$ cat src/rtl/tdm2_pkg.sv
// Shared constants for the second-level demultiplexer.
// Assumes a subframe of six blocks with overhead roles fixed by block index.
package tdm2_pkg;
    localparam int unsigned BLOCKS_PER_SUB = 6;
    localparam logic [2:0]  BLK_MFRAME = 3'd0;
    localparam logic [2:0]  BLK_IND_A  = 3'd1;
    localparam logic [2:0]  BLK_FRM_0  = 3'd2;
    localparam logic [2:0]  BLK_IND_B  = 3'd3;
    localparam logic [2:0]  BLK_IND_C  = 3'd4;
    localparam logic [2:0]  BLK_FRM_1  = 3'd5;

    typedef enum logic {
        ST_HUNT   = 1'b0,
        ST_LOCKED = 1'b1
    } align_state_t;
endpackage

$ cat src/rtl/tdm2_position.sv
// Bit position tracker: block offset, block index, subframe index and
// tributary rotation. Holds all counters when adv is low (alignment slip).
// Assumes set_sf0 is raised only on the multiframe overhead bit.
module tdm2_position #(
    parameter int unsigned N_TRIB        = 4,
    parameter int unsigned BITS_PER_TRIB = 12
) (
    input  logic                          clk,
    input  logic                          rst_n,
    input  logic                          adv,
    input  logic                          set_sf0,
    output logic                          ctl_o,
    output logic [2:0]                    blk_o,
    output logic [$clog2(N_TRIB)-1:0]     sf_o,
    output logic [$clog2(N_TRIB)-1:0]     tr_o,
    output logic                          first_o
);
    localparam int unsigned BLK_LEN = 1 + N_TRIB * BITS_PER_TRIB;
    localparam int unsigned OFF_W   = $clog2(BLK_LEN);
    localparam int unsigned IDX_W   = $clog2(N_TRIB);
    localparam logic [OFF_W-1:0] OFF_LAST = OFF_W'(BLK_LEN - 1);
    localparam logic [IDX_W-1:0] IDX_LAST = IDX_W'(N_TRIB - 1);

    logic [OFF_W-1:0] off_q;
    logic [2:0]       blk_q;
    logic [IDX_W-1:0] sf_q;
    logic [IDX_W-1:0] tr_q;

    // Advance offset, block and subframe counters once per line bit.
    always_ff @(posedge clk) begin
        if (!rst_n) begin
            off_q <= '0;
            blk_q <= '0;
            sf_q  <= '0;
        end else if (adv) begin
            if (off_q == OFF_LAST) begin
                off_q <= '0;
                if (blk_q == 3'(tdm2_pkg::BLOCKS_PER_SUB - 1)) begin
                    blk_q <= '0;
                    sf_q  <= (sf_q == IDX_LAST) ? '0 : sf_q + 1'b1;
                end else begin
                    blk_q <= blk_q + 3'd1;
                end
            end else begin
                off_q <= off_q + 1'b1;
            end
            if (set_sf0) begin
                sf_q <= '0;
            end
        end
    end

    // Rotate the tributary index over the data bits of a block.
    always_ff @(posedge clk) begin
        if (!rst_n) begin
            tr_q <= '0;
        end else if (adv) begin
            if (off_q == '0 || tr_q == IDX_LAST) begin
                tr_q <= '0;
            end else begin
                tr_q <= tr_q + 1'b1;
            end
        end
    end

    assign ctl_o   = (off_q == '0);
    assign blk_o   = blk_q;
    assign sf_o    = sf_q;
    assign tr_o    = tr_q;
    assign first_o = (off_q != '0) && (off_q <= OFF_W'(N_TRIB));
endmodule

$ cat src/rtl/tdm2_align.sv
// Alignment hunt and lock supervisor driven by the two framing bits.
// Assumes the slot strobes come from the position tracker for the current bit.
module tdm2_align #(
    parameter int unsigned LOCK_N = 4,
    parameter int unsigned LOSS_N = 3
) (
    input  logic clk,
    input  logic rst_n,
    input  logic bit_i,
    input  logic m_slot,
    input  logic f0_slot,
    input  logic f1_slot,
    output logic lock_o,
    output logic slip_o
);
    import tdm2_pkg::*;

    localparam int unsigned GW = $clog2(LOCK_N + 1);
    localparam int unsigned MW = $clog2(LOSS_N + 1);

    align_state_t    st_q;
    logic [GW-1:0]   good_q;
    logic [MW-1:0]   miss_q;
    logic            f0_bad_q;
    logic            m0_seen_q;
    logic            f_bad;

    assign slip_o = (st_q == ST_HUNT) && ((f0_slot && bit_i) || (f1_slot && !bit_i));
    assign f_bad  = f0_bad_q || !bit_i;

    // Track framing results and move between hunting and locked.
    always_ff @(posedge clk) begin
        if (!rst_n) begin
            st_q      <= ST_HUNT;
            good_q    <= '0;
            miss_q    <= '0;
            f0_bad_q  <= 1'b0;
            m0_seen_q <= 1'b0;
        end else if (st_q == ST_HUNT) begin
            if (m_slot && !bit_i) begin
                m0_seen_q <= 1'b1;
            end
            if (slip_o) begin
                good_q    <= '0;
                m0_seen_q <= 1'b0;
            end else if (f1_slot) begin
                if (good_q == GW'(LOCK_N - 1) && m0_seen_q) begin
                    st_q      <= ST_LOCKED;
                    good_q    <= '0;
                    miss_q    <= '0;
                    m0_seen_q <= 1'b0;
                end else if (good_q != GW'(LOCK_N - 1)) begin
                    good_q <= good_q + 1'b1;
                end
            end
        end else begin
            if (f0_slot) begin
                f0_bad_q <= bit_i;
            end
            if (f1_slot) begin
                if (!f_bad) begin
                    miss_q <= '0;
                end else if (miss_q == MW'(LOSS_N - 1)) begin
                    st_q   <= ST_HUNT;
                    miss_q <= '0;
                end else begin
                    miss_q <= miss_q + 1'b1;
                end
            end
        end
    end

    assign lock_o = (st_q == ST_LOCKED);
endmodule

$ cat src/rtl/tdm2_stuff_vote.sv
// Majority vote over the three indicator bits of the current subframe.
// Assumes the count is restarted by the multiframe bit at subframe start.
module tdm2_stuff_vote (
    input  logic clk,
    input  logic rst_n,
    input  logic bit_i,
    input  logic m_slot,
    input  logic c_slot,
    output logic stuff_o
);
    logic [1:0] ones_q;

    // Count indicator ones within the subframe.
    always_ff @(posedge clk) begin
        if (!rst_n || m_slot) begin
            ones_q <= '0;
        end else if (c_slot && bit_i && ones_q != 2'd3) begin
            ones_q <= ones_q + 2'd1;
        end
    end

    assign stuff_o = (ones_q >= 2'd2);
endmodule

$ cat src/rtl/tdm2_demux.sv
// Top: splits the aligned line into per-tributary strobed bits and drops
// the justification bit when the subframe vote says stuffed.
// Assumes one line bit per clock with no gaps.
module tdm2_demux #(
    parameter int unsigned N_TRIB        = 4,
    parameter int unsigned BITS_PER_TRIB = 12,
    parameter int unsigned LOCK_N        = 4,
    parameter int unsigned LOSS_N        = 3
) (
    input  logic              clk,
    input  logic              rst_n,
    input  logic              bit_i,
    output logic              lock_o,
    output logic [N_TRIB-1:0] valid_o,
    output logic [N_TRIB-1:0] data_o,
    output logic              msync_o
);
    import tdm2_pkg::*;

    localparam int unsigned IDX_W = $clog2(N_TRIB);

    logic             ctl, first, slip, locked, stuff;
    logic [2:0]       blk;
    logic [IDX_W-1:0] sf, tr;
    logic             m_slot, f0_slot, f1_slot, c_slot, drop;
    logic [N_TRIB-1:0] valid_d;

    tdm2_position #(.N_TRIB(N_TRIB), .BITS_PER_TRIB(BITS_PER_TRIB)) u_pos (
        .clk(clk), .rst_n(rst_n), .adv(!slip), .set_sf0(m_slot && !bit_i),
        .ctl_o(ctl), .blk_o(blk), .sf_o(sf), .tr_o(tr), .first_o(first)
    );

    tdm2_align #(.LOCK_N(LOCK_N), .LOSS_N(LOSS_N)) u_align (
        .clk(clk), .rst_n(rst_n), .bit_i(bit_i), .m_slot(m_slot),
        .f0_slot(f0_slot), .f1_slot(f1_slot), .lock_o(locked), .slip_o(slip)
    );

    tdm2_stuff_vote u_vote (
        .clk(clk), .rst_n(rst_n), .bit_i(bit_i), .m_slot(m_slot),
        .c_slot(c_slot), .stuff_o(stuff)
    );

    assign m_slot  = ctl && (blk == BLK_MFRAME);
    assign f0_slot = ctl && (blk == BLK_FRM_0);
    assign f1_slot = ctl && (blk == BLK_FRM_1);
    assign c_slot  = ctl && (blk == BLK_IND_A || blk == BLK_IND_B || blk == BLK_IND_C);
    assign drop    = !ctl && (blk == BLK_FRM_1) && (tr == sf) && first && stuff;

    for (genvar t = 0; t < N_TRIB; t++) begin : g_trib
        assign valid_d[t] = locked && !ctl && !drop && (tr == IDX_W'(t));

        // Register the strobe and capture the bit for this tributary.
        always_ff @(posedge clk) begin
            if (!rst_n) begin
                valid_o[t] <= 1'b0;
                data_o[t]  <= 1'b0;
            end else begin
                valid_o[t] <= valid_d[t];
                if (valid_d[t]) begin
                    data_o[t] <= bit_i;
                end
            end
        end
    end

    // Flag the multiframe start marker while aligned.
    always_ff @(posedge clk) begin
        if (!rst_n) begin
            msync_o <= 1'b0;
        end else begin
            msync_o <= locked && m_slot && !bit_i;
        end
    end

    assign lock_o = locked;
endmodule

$ cat config.mk
export PLATFORM = sky130hd
export DESIGN_NAME = tdm2_demux
export DESIGN_NICKNAME = d
export VERILOG_FILES = /design/src/rtl/tdm2_pkg.sv /design/src/rtl/tdm2_position.sv /design/src/rtl/tdm2_align.sv /design/src/rtl/tdm2_stuff_vote.sv /design/src/rtl/tdm2_demux.sv
export SDC_FILE = /design/constraint.sdc
export NUM_CORES = 1
export LEC_CHECK = 0
export BUFFER_PORTS_ARGS = -buffer_cell sky130_fd_sc_hd__buf_2
export CAP_MARGIN = 30
export CORE_MARGIN = 10
export CORE_UTILIZATION = 40
export CTS_BUF_LIST = sky130_fd_sc_hd__clkbuf_16
export DETAILED_ROUTE_END_ITERATION = 8
export GPL_TIMING_DRIVEN = 0
export PLACE_DENSITY = 0.6
export SLEW_MARGIN = 15
export SYNTH_ARGS = -nofsm -noshare
export SYNTH_HDL_FRONTEND = slang
export SYNTH_SLANG_ARGS = --single-unit
$ cat constraint.sdc
create_clock -name clk -period 1.6 [get_ports clk]
set_input_delay 0.32 -clock clk [delete_from_list [all_inputs] [get_ports clk]]
set_output_delay 0.32 -clock clk [all_outputs]
set_load 0.05 [all_outputs]
## After elaboration in Yosys (flattened, before gate mapping)

Index checks and enable logic that the tools add are counted.

| storage, ports and cells | value |
|---|---|
| flip-flop bits (word level) | 32 |
| bits of input ports | 3 |
| output and inout port bits | 10 |

| cells by class | value |
|---|---|
| $add $sub $neg | 7 |
| $lt $le $gt $ge | 2 |
| equality and inequality tests | 16 |
| mux-type cells | 29 |
| bitwise operators | 2 |
| reduce and logical (&&, ||, !) cells | 48 |

Operators by type and width:

| cell | count |
|---|---|
| $logic_and 1x1->1 | 24 |
| $mux 2 | 12 |
| $mux 3 | 5 |
| $mux 1 | 11 |
| $eq 3x2->1 const B | 3 |
| $reduce_and 3->1 | 3 |
| $add 2x1->2 const B | 4 |
| $eq 2x2->1 const B | 4 |
| $reduce_bool 2->1 | 4 |
| $add 3x1->3 const B | 2 |
| $add 6x1->6 const B | 1 |
| $eq 3x3->1 const B | 2 |
| $eq 6x6->1 const B | 1 |
| $le 6x3->1 const B | 1 |
| $logic_not 6->1 | 1 |
| $logic_or 1x1->1 | 6 |
| $mux 6 | 1 |
| $reduce_bool 6->1 | 1 |
| $logic_not 1->1 | 4 |
| $reduce_and 2->1 | 2 |
| $eq 3x1->1 const B | 1 |
| $logic_not 3->1 | 1 |
| $ne 3x2->1 const B | 1 |
| $reduce_bool 3->1 | 1 |
| 7 further kinds | 8 |

## Longest topological paths before layout

| depth | value |
|---|---|
| word-level depth | 9 |
| depth in mapped cells | 7 |
| mapped depth without buffers | 6 |

## By module

From an unflattened synthesis, not the netlist that was laid out.

| second synthesis, totals | value |
|---|---|
| cell total of the unflattened synthesis | 189 |
| area, all modules | 1659.1 µm² |

By module, submodules not included:

| module | times used | cells an instance | area an instance (µm²) |
|---|---|---|---|
| tdm2_position | 1 | 78 | 668.1 |
| tdm2_demux | 1 | 52 | 467.9 |
| tdm2_align | 1 | 46 | 389.1 |
| tdm2_stuff_vote | 1 | 13 | 133.9 |

## Worst setup path before layout

OpenSTA, ideal clock, no wires.

| timing path | value |
|---|---|
| path kind | register to register |
| start point | register u_pos.off_q[0] |
| end point | register u_align.st_q (netlist: u_align.lock_o) |
| arrival | 1.662 ns |
| path slack | -0.200 ns |
| cell stages (with the launch flop) | 8 |
| path buffers | 1 |
| clock period less this slack | 1.800 ns |
| cells stage by stage | dfxtp_1 > inv_1 > ha_1 > nor2b_1 > clkbuf_1 > nand3_1 > a2111oi_0 > o22ai_1 |

| between the ends | value |
|---|---|
| longest elaborated chain between the ends | 7 |
| elaborated cells between the ends (all ways) | 11 |
| those cells by class | mux: 4; reduce/logical: 7 |

RTL lines:

| item | RTL line | text |
|---|---|---|
| from (decl) | tdm2_position.sv:24 | `logic [OFF_W-1:0] off_q;` |
| from (signal assigned) | tdm2_position.sv:45 | `off_q <= off_q + 1'b1;` |
| $logic_not 6->1 * | tdm2_position.sv:66 | `assign ctl_o = (off_q == '0);` |
| $logic_and 1x1->1 (on tied branches) | tdm2_demux.sv:44, tdm2_demux.sv:45 |  |
| $logic_and 1x1->1 | tdm2_align.sv:28 | `assign slip_o = (st_q == ST_HUNT) && ((f0_slot && bit_i) \|\| (f1_slot && !bit_i));` |
| $logic_or 1x1->1 | tdm2_align.sv:28 |  |
| $logic_and 1x1->1 | tdm2_align.sv:28 |  |
| $mux 1 | tdm2_align.sv:43 | `if (slip_o) begin` |
| $mux 1 * | tdm2_align.sv:39 | `end else if (st_q == ST_HUNT) begin` |
| to (signal assigned) | tdm2_align.sv:34 | `st_q <= ST_HUNT;` |
| to (signal assigned) | tdm2_align.sv:48 | `st_q <= ST_LOCKED;` |
| to (signal assigned) | tdm2_align.sv:64 | `st_q <= ST_HUNT;` |
| to (decl) | tdm2_align.sv:21 | `align_state_t st_q;` |

Mark *: on every way between the ends. The rest lies on a longest branch, timed or not.
A chain may end at the register's enable or synchronous reset.

## Worst setup path in the final report

| timing path | value |
|---|---|
| start point | register u_pos.off_q[4] |
| end point | register u_align.m0_seen_q |

| between the ends | value |
|---|---|
| longest elaborated chain between the ends | 7 |
| elaborated cells between the ends (all ways) | 13 |
| those cells by class | mux: 4; reduce/logical: 9 |

RTL lines:

| item | RTL line | text |
|---|---|---|
| $logic_not 6->1 * | tdm2_position.sv:66 |  |
| $logic_and 1x1->1 | tdm2_demux.sv:43 | `assign m_slot = ctl && (blk == BLK_MFRAME);` |
| $logic_and 1x1->1 | tdm2_align.sv:40 | `if (m_slot && !bit_i) begin` |
| $mux 1 | tdm2_align.sv:40 |  |
| $mux 1 | tdm2_align.sv:47 | `if (good_q == GW'(LOCK_N - 1) && m0_seen_q) begin` |
| $mux 1 | tdm2_align.sv:46 | `end else if (f1_slot) begin` |
| $mux 1 * | tdm2_align.sv:43 |  |
| to (signal assigned) | tdm2_align.sv:41 | `m0_seen_q <= 1'b1;` |
| to (signal assigned) | tdm2_align.sv:45 | `m0_seen_q <= 1'b0;` |
| to (signal assigned) | tdm2_align.sv:51 | `m0_seen_q <= 1'b0;` |
| to (decl) | tdm2_align.sv:25 | `logic m0_seen_q;` |

Marked as above.

==> metrics.cfg <==
[clock_network]
cts.clk_slew.worst_paths_ps = 50
root_buffer = clkbuf_16
clk_latency_ps = 280
cts_hold_buf = 0
cts_tree = done
clk_path_buf_depth = 2
cts_sinks = 32
cts-htree-levels = 2
cts_buffers = 5

[place]
placed_area_um2 = 1810
pre_cts_ws_ps = -389
port_buffers = 12
gp_congestion = 0.789
dp.cells = 253
dp_hpwl_mm = 2.52

[timing]
setup_violations = 0
post-route-min-period_ps = 1570
slew_violations = 0
grt_setup_unrepaired = yes
maxSlewHeadroom_pct = 65.4
finalClockSkew_ps = 4.75
period_share_pct = 98.2
hold_viol_final = 0
finalSetupTns_ps = 0
fmax_mhz = 637
setup_ws_ps = 29.1
worstMarginPinSlew_ps = 518

[power]
cellPowerDensity_nw_per_um2 = 951
p_leak_nw = 0.900
ir_drop_mv = 0.989

[setup_path]
rrSetupSlack_ps = 30
arrival_ps = 1740
critical_path_class = flip-flop to flip-flop
worstSetupStartpointType = flip-flop
crit_path_end_kind = flip-flop
required_ps = 1770
cp_max_fo = 5

[synth]
synth.largest_area_cell = dfxtp_1
ys_top_cells_by_count = 32 x dfxtp_1, 18 x nor2_1, 17 x nand2_1
ys.flop_type = dfxtp_1
ys_types = 44
yosysMostFrequentCell = dfxtp_1
synth-xor-area-share_pct = 4.19
yosys.area_share.simple_pct = 23.3
synth_top_family_by_area = simple AND/OR/NAND/NOR gates
synth_area_leaders = dfxtp_1 38%, ha_1 8.2%, mux2i_1 5.4%
synth.net_count = 205
synth_mux_area_share_pct = 5.39
ys_seq_area_share_pct = 38.3
yosys_warnings = 0
post_synth_instance_area_um2 = 1670
synth-adder-area-share_pct = 8.23
synthDominantCellAreaShare_pct = 38.3
netlist_instances = 191
async_flop_share_pct = 0
syn_avg_cell_area_um2 = 8.76
synth-compound-area-share_pct = 15.0
synth_edf_count = 0
synth-seq-cells = 32

[layout]
syn2layout_area_growth_pct = 31.3
final_util_pct = 54.5
design_area_um2 = 2200
num_antenna_cells = 0
drive_gt1_share_pct = 27.5
final_cells = 268
fin_nets = 231

[global_routing]
grt_pass1_wl_mm = 6.05
overflow = 0
antenna_found_initial = 0
grt_pass1_vias = 1306
track_usage_pct = 9.96
grt_max_degree = 12

[floorplanning]
start_util_pct = 41.5
die_w_um = 84.7
num_rows = 23
dieArea_um2 = 7170
core_um2 = 4030
die_h_um = 84.7
pin_count = 13

[detailed_routing]
vias = 1385
drt_iter0_drc = 49
routedWlPerCell_um = 13.2
dr.pass1.iters = 4
viasPerCell = 5.17
ant_nets = 0
drc = 0
drt-total-wl_mm = 3.53

[flow_run]
maxCapViolations = 0

[status]
status = finished, final reports clean

[worst_hold_path]
min_path_type = input pin to flip-flop

[layout by cell type, fill, tap and decap left out, drive strengths merged, types with 2 or more instances in the layout]
cell type  instances
nor3               5
buf               24
a2111oi            2
nor2              19
o22ai              2
a41oi              2
xor2               3
or3                3
nand4              4
xnor2              5
mux2i              9
nand2             17
o31ai              3
nand2b             3
nand4bb            2
a21oi             10
clkbuf             7
dfxtp             32
and3               2
ha                11
and2               3
inv               16
nand3              6
o21ai              7
nor2b              3
[cell families after synthesis]
kind of cell	Yosys count
AO/OA/AOI/OAI	35
XOR/XNOR	8
adder cells (fa/ha/maj)	11
buffers and inverters	23
flip-flops	32
multiplexers	9
AND/OR/NAND/NOR	73
[state kept, by name (all words and copies together), names as in the netlist]
name               cells
msync_o                1
u_align.m0_seen_q      1
u_pos.off_q            6
u_pos.sf_o             2
u_align.lock_o         1
u_vote.ones_q          2
u_pos.tr_o             2
valid_o                4
u_align.f0_bad_q       1
u_align.miss_q         2
u_align.good_q         3
data_o                 4
u_pos.blk_o            3
[final timing paths]
kind	startpoint	end	cells past startpoint
worst min register to register	u_align.miss_q[1]	u_align.miss_q[0]	1
worst min-delay path	rst_n	u_align.good_q[1]	3
worst max register to register	u_pos.off_q[4]	u_align.m0_seen_q	5
worst max-delay path	u_pos.off_q[4]	u_align.m0_seen_q	5
[where the power goes]
group          internal [mW]  total [mW]  switching [mW]
Combinational         0.0856       0.187           0.101
Sequential             0.812       0.833          0.0206
Clock                  0.730        1.07           0.340
Total                   1.63        2.09           0.461
[per-layer routing]
metal | vias to the layer above | share of wire (%) | global-route usage, %
met4 | 0 | 0.60 | 2.99
met2 | 19 | 46 | 15.4
met1 | 644 | 49 | 12.7
met5 | - | 0 | 0
met3 | 4 | 4.4 | 3.48
li1 | 718 | - | -
[critical path, cell delays in order, from the launching register on]
cell and delay (ps):
dfxtp_2 310, buf_6 120, or3_4 390, nor4b_4 350
nand3_1 150, o211a_1 140
[repair_timing]
| item | in CTS | in global routing |
|---|---|---|
| setup buffers | 4 | 5 |
| resized for setup | 17 | 20 |
| pin swaps | 1 | 4 |
| hold endpoints to repair | 0 | 0 |
| setup endpoints to repair | 25 | 26 |
[through the flow]
step | power (mW) | hold slack (ps)
finish | 2.09 | 327
CTS | 2.09 | 371
global route | 2.18 | 344
detailed placement | 0.985 | 433
floorplan | 0.948 | 418
global placement | 0.982 | 432
[layout make-up]
| cell class | count | area [um^2] |
|---|---|---|
| buffer | 5 | 46.3 |
| timing repair buffer | 21 | 128 |
| inverter | 16 | 60.1 |
| clock buffer | 5 | 125 |
| sequential | 32 | 649 |
| clock inverter | 3 | 42.5 |
| tap | 50 | 62.6 |
| fill | 360 | 1830 |
| multi-input combinational | 136 | 1080 |
No activity file was read; power rests on OpenSTA's default activity.
